==> src/rtl/uart_lb_pkg.sv <==
`timescale 1ns/1ps
package uart_lb_pkg;

    typedef enum logic [1:0] {
        LB_NORMAL = 2'b00,
        LB_ECHO   = 2'b01,
        LB_LOCAL  = 2'b10,
        LB_REMOTE = 2'b11
    } lb_mode_e;

    typedef enum logic {
        SRC_HOST = 1'b0,
        SRC_ECHO = 1'b1
    } tx_src_e;

    typedef struct packed {
        logic    txd;
        logic    rx_ser;
        logic    rx_tick;
        logic    tx_tick;
        tx_src_e tx_src;
        logic    host_en;
    } lb_route_t;

    // Modes whose line output is paced by the receiver's bit strobe
    function automatic logic runs_on_rx_clock(lb_mode_e m);
        return (m == LB_ECHO) || (m == LB_REMOTE);
    endfunction

    // Strobe that paces the line output in a given mode
    function automatic logic line_strobe(lb_mode_e m, logic rx_tk, logic tx_tk);
        return runs_on_rx_clock(m) ? rx_tk : tx_tk;
    endfunction

endpackage

==> src/rtl/lb_mode_seq.sv <==
`timescale 1ns/1ps
module lb_mode_seq
    import uart_lb_pkg::*;
#(
    parameter int GUARD_TICKS = 1
) (
    input  logic     clk,
    input  logic     rst,
    input  logic [1:0] mode_req,
    input  logic     rx_tick,
    input  logic     tx_tick,
    output lb_mode_e act_mode,
    output logic     guard_on
);
    localparam int GW = $clog2(GUARD_TICKS + 1);
    localparam logic [GW-1:0] GUARD_LOAD = GW'(GUARD_TICKS);

    lb_mode_e      req_mode;
    lb_mode_e      act_q;
    logic [GW-1:0] guard_cnt;
    logic          tick_now;

    assign req_mode = lb_mode_e'(mode_req);
    assign tick_now = line_strobe(act_q, rx_tick, tx_tick);

    always_ff @(posedge clk) begin
        if (rst) begin
            act_q     <= LB_NORMAL;
            guard_cnt <= '0;
        end else if (tick_now) begin
            if (req_mode != act_q) begin
                act_q     <= req_mode;
                guard_cnt <= GUARD_LOAD;
            end else if (guard_cnt != '0) begin
                guard_cnt <= guard_cnt - 1'b1;
            end
        end
    end

    assign act_mode = act_q;
    assign guard_on = (guard_cnt != '0);

endmodule

==> src/rtl/lb_echo_line.sv <==
`timescale 1ns/1ps
module lb_echo_line #(
    parameter int   STAGES = 1,
    parameter logic IDLE   = 1'b1
) (
    input  logic clk,
    input  logic rst,
    input  logic bit_tick,
    input  logic bit_in,
    output logic bit_out
);
    logic [STAGES-1:0] line_q;

    generate
        if (STAGES == 1) begin : g_single
            always_ff @(posedge clk) begin
                if (rst)
                    line_q <= IDLE;
                else if (bit_tick)
                    line_q <= bit_in;
            end
        end else begin : g_chain
            always_ff @(posedge clk) begin
                if (rst)
                    line_q <= {STAGES{IDLE}};
                else if (bit_tick)
                    line_q <= {line_q[STAGES-2:0], bit_in};
            end
        end
    endgenerate

    assign bit_out = line_q[STAGES-1];

endmodule

==> src/rtl/lb_route_mux.sv <==
`timescale 1ns/1ps
module lb_route_mux
    import uart_lb_pkg::*;
#(
    parameter logic IDLE = 1'b1
) (
    input  lb_mode_e  act_mode,
    input  logic      guard_on,
    input  logic      rxd_pin,
    input  logic      tx_ser,
    input  logic      echo_bit,
    input  logic      rx_tick,
    input  logic      tx_tick,
    output lb_route_t route
);
    lb_route_t base;

    always_comb begin
        base = '{txd: tx_ser, rx_ser: rxd_pin, rx_tick: rx_tick,
                 tx_tick: tx_tick, tx_src: SRC_HOST, host_en: 1'b1};
        unique case (act_mode)
            LB_NORMAL: ;
            LB_ECHO: begin
                base.txd     = echo_bit;
                base.tx_tick = rx_tick;
                base.tx_src  = SRC_ECHO;
            end
            LB_LOCAL: begin
                base.txd     = IDLE;
                base.rx_ser  = tx_ser;
                base.rx_tick = tx_tick;
            end
            LB_REMOTE: begin
                base.txd     = echo_bit;
                base.tx_tick = rx_tick;
                base.tx_src  = SRC_ECHO;
                base.host_en = 1'b0;
            end
            default: ;
        endcase
        route = base;
        if (guard_on)
            route.txd = IDLE;
    end

endmodule

==> src/rtl/uart_loop_router.sv <==
`timescale 1ns/1ps
module uart_loop_router
    import uart_lb_pkg::*;
#(
    parameter int   ECHO_STAGES = 1,
    parameter int   GUARD_TICKS = 1,
    parameter logic IDLE_LEVEL  = 1'b1
) (
    input  logic       clk,
    input  logic       rst,
    input  logic [1:0] mode_sel,
    input  logic       rxd_pin,
    input  logic       tx_ser,
    input  logic       rx_rec_bit,
    input  logic       rx_bit_tick,
    input  logic       tx_bit_tick,
    output logic       txd_pin,
    output logic       rx_ser_in,
    output logic       rx_tick_out,
    output logic       tx_tick_out,
    output logic       tx_src_echo,
    output logic       rx_host_en
);
    lb_mode_e  act_mode;
    logic      guard_on;
    logic      echo_bit;
    lb_route_t route;

    lb_mode_seq #(.GUARD_TICKS(GUARD_TICKS)) u_seq (
        .clk      (clk),
        .rst      (rst),
        .mode_req (mode_sel),
        .rx_tick  (rx_bit_tick),
        .tx_tick  (tx_bit_tick),
        .act_mode (act_mode),
        .guard_on (guard_on)
    );

    lb_echo_line #(.STAGES(ECHO_STAGES), .IDLE(IDLE_LEVEL)) u_echo (
        .clk      (clk),
        .rst      (rst),
        .bit_tick (rx_bit_tick),
        .bit_in   (rx_rec_bit),
        .bit_out  (echo_bit)
    );

    lb_route_mux #(.IDLE(IDLE_LEVEL)) u_mux (
        .act_mode (act_mode),
        .guard_on (guard_on),
        .rxd_pin  (rxd_pin),
        .tx_ser   (tx_ser),
        .echo_bit (echo_bit),
        .rx_tick  (rx_bit_tick),
        .tx_tick  (tx_bit_tick),
        .route    (route)
    );

    assign txd_pin     = route.txd;
    assign rx_ser_in   = route.rx_ser;
    assign rx_tick_out = route.rx_tick;
    assign tx_tick_out = route.tx_tick;
    assign tx_src_echo = (route.tx_src == SRC_ECHO);
    assign rx_host_en  = route.host_en;

endmodule

==> config.mk <==
export PLATFORM = sky130hd
export DESIGN_NAME = uart_loop_router
export DESIGN_NICKNAME = d
export VERILOG_FILES = /design/src/rtl/uart_lb_pkg.sv /design/src/rtl/lb_mode_seq.sv /design/src/rtl/lb_echo_line.sv /design/src/rtl/lb_route_mux.sv /design/src/rtl/uart_loop_router.sv
export SDC_FILE = /design/constraint.sdc
export NUM_CORES = 1
export LEC_CHECK = 0
export BUFFER_PORTS_ARGS = -buffer_cell sky130_fd_sc_hd__buf_2
export CAP_MARGIN = 10
export CORE_AREA = 2 2 39 41
export DETAILED_ROUTE_END_ITERATION = 8
export DIE_AREA = 0 0 41 43
export PLACE_DENSITY = 0.45
export SYNTH_ARGS = -nofsm -noshare
export SYNTH_HDL_FRONTEND = slang
export SYNTH_HIERARCHICAL = 1
export SYNTH_SLANG_ARGS = --single-unit
==> constraint.sdc <==
create_clock -name clk -period 3.19 [get_ports clk]
set_input_delay 0.1595 -clock clk [delete_from_list [all_inputs] [get_ports clk]]
set_output_delay 0.1595 -clock clk [all_outputs]
set_load 0.02 [all_outputs]
Word-level counts from Yosys, hierarchy flattened --
Cells that the tools add are included.
Word-level totals: input port bits 9, output and inout port bits 6, logic and storage cells 19, flip-flop bits (word level) 4
Operators by class: eq/ne operators 4, add/sub/neg operators 1, reduce and logical (&&, ||, !) cells 3, muxes and demuxes 8
Operators with widths (number):
- $mux 1 | 5
- $eq 2x2->1 const B | 2
- $mux 2 | 2
- $eq 2x1->1 const B | 1
- $ne 2x2->1 | 1
- $pmux 1 s2 | 1
- $reduce_and 2->1 | 1
- $reduce_or 2->1 | 1
- $logic_or 1x1->1 | 1
- $sub 1x1->1 const B | 1

Longest topological paths before layout --
Gate-level depths: netlist of the first run.
depth in word-level cells 4, gate-level depth with buffers 3, gate-level depth less buffers 3

By module --
The synthesis of the first run kept the hierarchy.
Modules (own cells, without submodules):
- lb_mode_seq | times used 1, area each 135.1 um2, cells each 15
- lb_route_mux | times used 1, area each 67.6 um2, cells each 9
- lb_echo_line | times used 1, area each 35.0 um2, cells each 3

Worst setup path before layout of the first run --
No wires, ideal clock.
path type register to register, start point register u_seq.act_q[0] (netlist: u_seq/act_mode[0]), end point register u_seq.act_q[1] (netlist: u_seq/act_mode[1]), period minus slack after synthesis 1.113 ns, cell stages (with the launch flop) 4, setup slack 2.077 ns, setup time 0.114 ns, path buffers 0, arrival 0.998 ns, cell sequence dfxtp_1 mux2i_1 mux2i_1 nor2_1
On the way: word-level cells in the longest chain between the ends 4, elaborated cells on any way between the ends 6, classes of those cells 3 x eq/ne; 1 x mux; 2 x reduce/logical
Ends and longest elaborated chain:
- start, declared | line lb_mode_seq.sv:19 | lb_mode_e act_q;
- start signal, assigned | line lb_mode_seq.sv:32 | act_q <= req_mode;
- $eq 2x1->1 or $eq 2x2->1 (tied branches) | line uart_lb_pkg.sv:27 | return (m == LB_ECHO) || (m == LB_REMOTE);
- $logic_or 1x1->1 | line uart_lb_pkg.sv:27
- $mux 1 | line uart_lb_pkg.sv:32 | return runs_on_rx_clock(m) ? rx_tk : tx_tk;
- $reduce_and 2->1 (no line) (*)
Every way passes the cells marked *; elsewhere a longest branch is shown, timed or not. A chain may end at the register's enable or synchronous reset.

Final worst setup path of the first run --
start point register u_seq.act_q[1] (netlist: u_seq/act_mode[1]), end point output rx_tick_out
On the way: word-level cells in the longest chain between the ends 2
Ends and longest elaborated chain:
- $eq 2x2->1 | line lb_route_mux.sv:21 | unique case (act_mode)
- $mux 2 | line lb_route_mux.sv:21
- end, declared | line uart_loop_router.sv:19 | output logic rx_tick_out,
No other way between the ends.

==> impl_metrics.env, run 1 <==
export IMPL_clk_latency_ns=0.23
export IMPL_clk_pin_slew_worst_paths_ns=0.04
export IMPL_hold_viol_final=0
export IMPL_worst_setup_path_type="flop to output pin"
export IMPL_worst_endpoint_required_ns=3.03
export IMPL_worstHoldPathCells=2
export IMPL_core_area_um2=1384
export IMPL_p_leak_uw=0.0001615
export IMPL_peakVddDrop_uv=146.9
export IMPL_start_kind="flop"
export IMPL_cts_root_buf="clkbuf_4"
export IMPL_power_frac_clock_pct=39.7
export IMPL_ant_nets=0
export IMPL_yosysSeqAreaShare_pct=33.68
export IMPL_dieHeight_um=43
export IMPL_dp_cells=56
export IMPL_io_pins=15
export IMPL_ctsLongestPathBuffers=2
export IMPL_vias_per_cell=4.051
export IMPL_dieArea_um2=1763
export IMPL_grt_antenna_before_repair=0
export IMPL_final_core_util_pct=25.05
export IMPL_total_power_uw=157.6
export IMPL_r2r_start="u_seq/act_mode[0]$_SDFFE_PP0P_"
export IMPL_setup_viol=0
export IMPL_cts_made_buffers=3
export IMPL_cell_internal_pwr_uw=113.2
export IMPL_fin_crit_ns=1.473
export IMPL_vias=239
export IMPL_fp_dieW_um=41
export IMPL_synth_top_area_share_pct=33.68
export IMPL_fillers=166
export IMPL_syn_nets=36
export IMPL_grt_pass1_wl_um=924
export IMPL_synthDistinctLibCells=17
export IMPL_track_usage_pct=8.626
export IMPL_ys_seq_elements=4
export IMPL_clock_sinks=4
export IMPL_portBuffers=14
export IMPL_r2r_slack_ns=1.95
export IMPL_drt_iter0_drc=3
export IMPL_routed_wl_um=578
export IMPL_slew_limit_headroom_pct=80.20
export IMPL_ys_warn_count=6
export IMPL_power_switching_uw=44.32
export IMPL_cts_resized=0
export IMPL_cts_max_level=1
export IMPL_fmax_ghz=0.6790
export IMPL_fin_nets=54
export IMPL_num_antenna_cells=0
export IMPL_finalMaxSlewViolations=0
export IMPL_skew_ns=0.002558
export IMPL_netSwitchingFraction_pct=28.13
export IMPL_min_path_type="input port to flop"
export IMPL_instances_no_fill=59
export IMPL_firstDrtPassIters=2
export IMPL_tns_ns=0
export IMPL_rsz0062_at_grt="false"
export IMPL_first_global_vias=236
export IMPL_netlist_instances=27
export IMPL_area_growth_pct=45.79
export IMPL_start_util_pct=17.18
export IMPL_netlist_area_um2=237.7
export IMPL_synth_top_area_cell="dfxtp_1"
export IMPL_rows=14
export IMPL_grt_start_max_net_pins=10
export IMPL_p_per_area_nw_per_um2=454.6
export IMPL_avgSynthCellArea_um2=8.805
export IMPL_reg2regPathDepth=3
export IMPL_min_from="rx_rec_bit"
export IMPL_hold_path_end="u_echo/bit_out$_SDFFE_PP1P_"
export IMPL_layout_drive_gt1_share_pct=44.19
export IMPL_postCtsSetupBuffers=0
export IMPL_synth_area_top_cells="dfxtp_1, mux2_1, mux2i_1"
export IMPL_power_share_sequential_pct=37.2
export IMPL_fin_area_um2=346.6
export IMPL_pwr_share_comb_pct=23.0
export IMPL_placed_cell_area_um2=324.1
export IMPL_postCtsHoldBufs=0
export IMPL_critical_path_peak_fanout=5
export IMPL_maxCapViolCount=0
export IMPL_overflow=0
export IMPL_status="finished clean"
export IMPL_crit_arrival_ns=1.31
export IMPL_post_route_drc_count=0
export IMPL_worst_pin_slew_ns=0.2887
export IMPL_finalCritPeriodShare_pct=46.17
export IMPL_place_congestion=0.5849
export IMPL_cts_tree="built"
export IMPL_reg2reg_to="u_seq/guard_on$_SDFFE_PP0P_"
export IMPL_wl_per_cell_um=9.797
export IMPL_critPathCaptureType="output pin"
area by class of cell:
cell class / count / area (um2) / share of cell area, %
Clock buffer: 3 / 22.52 / 6.498
Sequential cell: 4 / 80.08 / 23.10
Timing Repair Buffer: 14 / 70.07 / 20.22
Multi-Input combinational cell: 21 / 150.1 / 43.32
Inverter: 1 / 3.754 / 1.083
Tap cell: 16 / 20.02 / 5.776
logic make-up (layout without fill, tap and decap cells):
kind of cell	count (synthesis)	after routing	share of synthesized area, %
DFF	4	4	33.69
AOI/OAI and AO/OA	3	3	7.891
and+or+nand+nor	11	11	25.27
xor gates and xnor gates	2	2	7.370
buffers and inverters	2	18	3.155
muxes	5	5	22.63
through the flow:
step,hold slack [ns],setup WS (ns)
final,0.1333,1.717
after global routing,0.1340,1.624
after CTS,0.1279,1.694
after detailed placement,0.3787,1.922
after global placement,0.3710,1.966
after floorplan,0.2286,2.077
flip-flops by register name, summed over array words and instances, names as in the netlist:
register	flops
u_echo/bit_out	1
u_seq/guard_on	1
u_seq/act_mode	2
cells in the mapped netlist, drive strengths merged:
master,count
dfxtp,4
mux2,3
nor2b,3
mux2i,2
nand2,2
nor2,2
nor3,2
xor2,2
a211o,1
a21oi,1
clkbuf,1
inv,1
nor3b,1
nor4,1
o21ai,1
layer usage:
metal  GRT usage (%)  vias up  routed length (um)
li1                -      125                   -
met1           8.654      105                 225
met2           11.88        7                 298
met3           1.571        2                  44
met4           12.00        0                  10
met5               0        -                   0
critical path, stage by stage, from the launching register on:
cell and delay [ns]:
dfxtp_1 0.39, nor2b_2 0.20, mux2_1 0.33, buf_2 0.16
power by group through the flow:
stage	logic (uW)	registers, uW	clock network (uW)
2_1_floorplan	22.8	58.5	0
3_3_place_gp	36.8	59.5	0
3_5_place_dp	36.8	59.5	0
4_1_cts	37.0	58.7	67.7
5_1_grt	40.4	59.4	71.0
6_report	36.3	58.6	62.6
cell usage in the layout, fill, tap and decap left out:
cell type	n
a211o_1	1
a21oi_1	1
buf_2	14
clkbuf_4	3
dfxtp_1	4
inv_1	1
mux2_1	2
mux2_2	1
mux2i_1	2
nand2_1	2
nor2_1	2
nor2b_1	2
nor2b_2	1
nor3_1	2
nor3b_1	1
nor4_1	1
o21ai_0	1
xor2_1	2
how the worst max path moves through the flow:
stage / slack [ns] / cells after the start / end / startpoint
2_1_floorplan: 2.08 / 2 / rx_ser_in / u_seq/act_mode[1]$_SDFFE_PP0P_
5_1_grt: 1.62 / 3 / rx_tick_out / u_seq/act_mode[1]$_SDFFE_PP0P_
4_1_cts: 1.69 / 3 / rx_tick_out / u_seq/act_mode[1]$_SDFFE_PP0P_
6_report: 1.72 / 3 / rx_tick_out / u_seq/act_mode[1]$_SDFFE_PP0P_
3_3_place_gp: 1.97 / 3 / rx_tick_out / u_seq/act_mode[1]$_SDFFE_PP0P_
3_5_place_dp: 1.92 / 3 / u_seq/guard_on$_SDFFE_PP0P_ / u_seq/act_mode[0]$_SDFFE_PP0P_
Power figures use the tool's default switching activity.
==> run 2, diff against run 1 <==
Settings changed: ABC_AREA from default to 1, PLACE_DENSITY 0.45 to 0.49.
Clock period 3.19 ns to 1.4 ns, I/O delays scaled along.
==> run 2 against run 1 <==
Against the previous run: die area did not move; sequential cell count did not move; count of clock-buffer cells in the layout did not move; combinational power rose to 2.9 times the previous value; via count rose by 30%; critical path depth rose by 2; synthesized cell count rose by 74%; synthesized area rose by 17%.
==> impl_metrics.env, run 2 <==
export IMPL_status="finished clean"
export IMPL_synth_compound_area_share_pct=11.66
export IMPL_clk_latency_ns=0.23
export IMPL_cp_cell_sequence="inv_2 > nand2_2 > nand2_1 > nand2_1 > buf_2"
export IMPL_total_power_uw=376.4
export IMPL_crit_top_cell="nand2_1"
export IMPL_final_cell_mix="nand2_1, buf_2, inv_1"
export IMPL_synth_top_area_share_pct=28.70
export IMPL_synthDistinctLibCells=15
export IMPL_fin_nets=74
export IMPL_p_leak_uw=0.0002172
export IMPL_post_route_drc_count=0
export IMPL_netlist_area_um2=279.0
export IMPL_worst_setup_path_type="flop to output pin"
export IMPL_ant_nets=0
export IMPL_power_share_sequential_pct=36.6
export IMPL_cts_root_buf="clkbuf_4"
export IMPL_area_growth_pct=39.01
export IMPL_fin_crit_ns=1.215
export IMPL_worst_pin_slew_ns=0.3114
export IMPL_yosysSeqAreaShare_pct=28.70
export IMPL_clk_pin_slew_worst_paths_ns=0.03
export IMPL_fmax_ghz=0.8229
export IMPL_rows=14
export IMPL_fp_dieW_um=41
export IMPL_hold_path_end="u_seq/act_mode[0]$_SDFFE_PP0P_"
export IMPL_p_per_area_nw_per_um2=970.4
export IMPL_cts_made_buffers=3
export IMPL_synth_edf_count=0
export IMPL_firstDrtPassIters=4
export IMPL_worstHoldPathCells=2
export IMPL_min_path_type="input port to flop"
export IMPL_critical_path_peak_fanout=9
export IMPL_setup_viol=0
export IMPL_cts_max_level=1
export IMPL_fillers=155
export IMPL_syn_nets=56
export IMPL_pre_cts_ws_ns=0.3765
export IMPL_cell_internal_pwr_uw=262.0
export IMPL_portBuffers=14
export IMPL_ctsLongestPathBuffers=2
export IMPL_slowest_delay_ns=0.49
export IMPL_overflow=0
export IMPL_grt_antenna_before_repair=0
export IMPL_dieArea_um2=1763
export IMPL_clock_sinks=4
export IMPL_synth_top_family_by_area="simple AND/OR/NAND/NOR gates"
export IMPL_critPathBufInv=2
export IMPL_min_from="rst"
export IMPL_synth_most_common_cell="nand2_1"
export IMPL_synth_simple_gate_area_share_pct=45.74
export IMPL_avgSynthCellArea_um2=5.937
export IMPL_worst_endpoint_required_ns=1.33
export IMPL_netSwitchingFraction_pct=30.40
export IMPL_cts_resized=0
export IMPL_dpl_hpwl_um=471.3
export IMPL_layout_drive_gt1_share_pct=36.51
export IMPL_critPathTopFamily="flip-flops"
export IMPL_reg2regPathDepth=5
export IMPL_finalMaxSlewViolations=0
export IMPL_vias=311
export IMPL_dieHeight_um=43
export IMPL_rsz0062_at_grt="false"
export IMPL_hold_viol_final=0
export IMPL_fin_ws_ns=0.1848
export IMPL_postCtsSetupBuffers=0
export IMPL_crit_arrival_ns=1.15
export IMPL_vias_per_cell=3.937
export IMPL_synth_area_top_cells="dfxtp_1, nand2_1, inv_1"
export IMPL_synth_mux_area_share_pct=0
export IMPL_peakVddDrop_uv=323.6
export IMPL_r2r_start="u_seq/act_mode[0]$_SDFFE_PP0P_"
export IMPL_largest_register_ffs=2
export IMPL_cp_startpoint="u_seq/act_mode[0]$_SDFFE_PP0P_"
export IMPL_start_kind="flop"
export IMPL_finalCritPeriodShare_pct=86.80
export IMPL_maxCapViolCount=0
export IMPL_reg2reg_to="u_seq/guard_on$_SDFFE_PP0P_"
export IMPL_power_frac_clock_pct=35.9
export IMPL_wl_per_cell_um=7.519
export IMPL_slew_limit_headroom_pct=79.21
export IMPL_synth_xor_area_share_pct=3.139
export IMPL_grt_pass1_wl_mm=1.028
export IMPL_io_pins=15
export IMPL_tns_ns=0
export IMPL_drt_iter0_drc=2
export IMPL_cts_tree="built"
export IMPL_start_util_pct=20.16
export IMPL_track_usage_pct=8.744
export IMPL_pwr_share_comb_pct=27.6
export IMPL_routed_wl_um=594
export IMPL_core_area_um2=1384
export IMPL_yosys_top_cells_count="nand2_1, inv_1, dfxtp_1"
export IMPL_cp_slowest_cell="dfxtp_1"
export IMPL_ys_seq_elements=4
export IMPL_place_congestion=0.6803
export IMPL_synth_top_area_cell="dfxtp_1"
export IMPL_netlist_instances=47
export IMPL_grt_start_max_net_pins=10
export IMPL_synthAdderAreaFrac_pct=0
export IMPL_final_common_cell="nand2_1"
export IMPL_ys_warn_count=6
export IMPL_r2r_slack_ns=0.37
export IMPL_ys_async_sr_fraction_pct=0
export IMPL_critPathCaptureType="output pin"
export IMPL_synthFlopType="dfxtp_1"
export IMPL_skew_ns=0.001380
export IMPL_num_antenna_cells=0
export IMPL_first_global_vias=273
export IMPL_postCtsHoldBufs=0
export IMPL_power_switching_uw=114.4
run 2: cell type report:
class                           instances  area (um2)  area share, %
Timing Repair Buffer                   14       70.07          18.06
Inverter                                7       26.28          6.774
Clock buffer                            3       22.52          5.806
Sequential cell                         4       80.08          20.65
Multi-Input combinational cell         35       168.9          43.55
Tap cell                               16       20.02          5.161
run 2: metal layers:
| layer | track usage (%) | up-vias | wire length (um) |
|---|---|---|---|
| met1 | 10.32 | 122 | 269 |
| met2 | 12.19 | 12 | 253 |
| met4 | 4.000 | 0 | 0 |
| met3 | 5.236 | 0 | 72 |
| li1 | - | 177 | - |
| met5 | 0 | - | 0 |
run 2: how the worst max path moves through the flow:
| stage | to | depth (start not counted) |
|---|---|---|
| global placement | u_seq/guard_on$_SDFFE_PP0P_ | 5 |
| detailed placement | u_seq/guard_on$_SDFFE_PP0P_ | 5 |
| CTS | rx_tick_out | 5 |
| global route | rx_ser_in | 5 |
| floorplan | u_seq/guard_on$_SDFFE_PP0P_ | 5 |
| finish | rx_tick_out | 5 |
run 2: power groups by stage:
stage / clock, uW / sequential [uW] / combinational (uW)
2_1_floorplan: 0 / 136 / 69.5
3_3_place_gp: 0 / 140 / 106
3_5_place_dp: 0 / 140 / 105
4_1_cts: 143 / 138 / 105
5_1_grt: 148 / 140 / 119
6_report: 135 / 138 / 104
run 2: logic make-up (layout without fill, tap and decap cells):
logic type	count (synthesis)	count (layout)
buffers and inverters	8	24
AOI/OAI and AO/OA	6	6
and+or+nand+nor	28	28
xor gates and xnor gates	1	1
DFF	4	4
run 2: metrics by stage:
step	std cells	hold slack [ns]	utilization (%)	cell area, um2
3_3_place_gp	76	0.2892	26.40	365.4
6_report	79	0.05054	28.03	387.9
4_1_cts	79	0.04797	28.03	387.9
5_1_grt	79	0.05606	28.03	387.9
3_5_place_dp	76	0.2906	26.40	365.4
2_1_floorplan	47	0.1391	-	279.0
==> run 3, diff against run 2 <==
Settings changed: PLACE_DENSITY 0.49 to 0.5.
Clock period 1.4 ns to 1 ns, I/O delays scaled along.
==> run 3 against run 2 <==
Against the previous run: the run now ends with setup timing left; worst setup slack got worse by 0.22 ns; largest cell class unchanged; total power is 50% higher; via count rose by 5.5%; cell area increased by 15%; sequential share of layout area shrank 1.5 points.
==> impl_metrics.env, run 3 (same netlist as run 2, synthesis figures left out) <==
export IMPL_cts_root_buf="clkbuf_4"
export IMPL_clk_pin_slew_worst_paths_ns=0.04
export IMPL_post_route_drc_count=0
export IMPL_final_cell_mix="nand2_1, buf_2, inv_1"
export IMPL_peakVddDrop_uv=334.2
export IMPL_grt_pass1_wl_um=897
export IMPL_dpl_hpwl_um=529.6
export IMPL_postCtsHoldBufs=0
export IMPL_violations="setup timing"
export IMPL_critical_path_peak_fanout=4
export IMPL_reg2regPathDepth=7
export IMPL_instances_no_fill=83
export IMPL_layout_drive_gt1_share_pct=46.27
export IMPL_worstHoldPathCells=2
export IMPL_worst_setup_path_type="flop to output pin"
export IMPL_first_global_vias=249
export IMPL_routed_wl_um=630
export IMPL_setup_viol=3
export IMPL_cts_max_level=1
export IMPL_skew_ns=0.001518
export IMPL_portBuffers=14
export IMPL_hold_path_end="u_seq/act_mode[0]$_SDFFE_PP0P_"
export IMPL_cts_tree="built"
export IMPL_largest_register_ffs=2
export IMPL_finalCritPeriodShare_pct=103.3
export IMPL_num_antenna_cells=0
export IMPL_core_area_um2=1384
export IMPL_vias_per_cell=3.952
export IMPL_area_growth_pct=59.64
export IMPL_grt_antenna_before_repair=0
export IMPL_maxCapViolCount=0
export IMPL_dieHeight_um=43
export IMPL_ctsLongestPathBuffers=2
export IMPL_dp_cells=78
export IMPL_track_usage_pct=7.631
export IMPL_slew_limit_headroom_pct=90.34
export IMPL_min_from="rst"
export IMPL_critPathCaptureType="output pin"
export IMPL_min_path_type="input port to flop"
export IMPL_r2r_start="u_seq/act_mode[0]$_SDFFE_PP0P_"
export IMPL_r2r_slack_ns=0.04
export IMPL_worst_endpoint_required_ns=0.95
export IMPL_start_kind="flop"
export IMPL_fin_nets=78
export IMPL_rsz0062_at_grt="true"
export IMPL_wl_per_cell_um=7.590
export IMPL_fp_dieW_um=41
export IMPL_firstDrtPassIters=2
export IMPL_fin_ws_ns=-0.03320
export IMPL_fmax_ghz=0.9679
export IMPL_total_power_uw=566.2
export IMPL_place_congestion=0.7230
export IMPL_hold_viol_final=0
export IMPL_ant_nets=0
export IMPL_p_leak_uw=0.0002446
export IMPL_worst_pin_slew_ns=0.1434
export IMPL_start_util_pct=20.16
export IMPL_status="complete, but fails checks"
export IMPL_io_pins=15
export IMPL_finalMaxSlewViolations=0
export IMPL_vias=328
export IMPL_crit_arrival_ns=0.98
export IMPL_overflow=0
export IMPL_p_per_area_nw_per_um2=1271
export IMPL_clk_latency_ns=0.23
export IMPL_drt_iter0_drc=2
export IMPL_rows=14
export IMPL_cts_made_buffers=3
export IMPL_clock_sinks=4
export IMPL_final_common_cell="nand2_1"
export IMPL_grt_start_max_net_pins=9
export IMPL_dieArea_um2=1763
export IMPL_reg2reg_to="u_seq/guard_on$_SDFFE_PP0P_"
export IMPL_fin_crit_ns=1.033
## run 3: cell types whose count changed in the layout (fill, tap and decap cells not counted), sizes merged
| cell | previous run | this run |
|---|---|---|
| buf | 14 | 18 |
## run 3: critical path, stage by stage (launching register included)
cell	delay (ns)
dfxtp_4	0.35
buf_6	0.12
a21oi_2	0.09
nand2_1	0.07
buf_6	0.13
## run 3: repair_timing
item | in CTS | in global routing
pin swaps | 0 | 2
setup buffers | 2 | 0
cloned | 0 | 0
gates resized for setup | 7 | 3
endpoints found under the setup margin | 6 | 6
## run 3: worst max path at each step
| stage | start | endpoint | slack (ns) | cells past startpoint |
|---|---|---|---|---|
| after floorplan | u_seq/act_mode[0]$_SDFFE_PP0P_ | u_seq/guard_on$_SDFFE_PP0P_ | 0.07 | 5 |
| after global placement | u_seq/act_mode[0]$_SDFFE_PP0P_ | u_seq/guard_on$_SDFFE_PP0P_ | 0.09 | 5 |
| after detailed placement | u_seq/act_mode[0]$_SDFFE_PP0P_ | u_seq/guard_on$_SDFFE_PP0P_ | 0.06 | 5 |
| after CTS | u_seq/act_mode[0]$_SDFFE_PP0P_ | txd_pin | -0.04 | 4 |
| after global routing | u_seq/act_mode[0]$_SDFFE_PP0P_ | txd_pin | -0.08 | 4 |
| final | u_seq/act_mode[0]$_SDFFE_PP0P_ | txd_pin | -0.03 | 4 |
## run 3: stage by stage
step                utilization [%]  hold slack (ns)  cell area [um2]  setup WS [ns]  TNS (ns)
floorplan                         -           0.1191            279.0        0.06937         0
global placement              27.49           0.2645            380.4        0.08662         0
detailed placement            27.49           0.2652            380.4        0.06177         0
CTS                           31.56          0.01826            436.7       -0.04296  -0.06198
global route                  32.19          0.03638            445.4       -0.07539   -0.2602
finish                        32.19          0.01634            445.4       -0.03320  -0.03483
## run 3: report_power, final
part           switching, uW  internal (uW)  total, uW
sequential              16.2            175        191
combinational           96.3           85.7        182
clock                   59.6            134        193
## run 3: area by class of cell
cell class	instances	area [um2]
tap	16	20.02
multi-input combinational	35	175.2
sequential	4	85.08
timing repair buffer	18	116.4
fill	161	938.4
clock buffer	3	22.52
inverter	7	26.28
## run 3: metal layers
| layer | part of all wire [%] | up-vias | wire length, um | GRT usage, % |
|---|---|---|---|---|
| li1 | - | 187 | - | - |
| met1 | 46 | 129 | 289 | 9.646 |
| met2 | 45 | 12 | 281 | 10.63 |
| met3 | 9.5 | 0 | 60 | 4.712 |
| met4 | 0 | 0 | 0 | 2.000 |
| met5 | 0 | - | 0 | 0 |
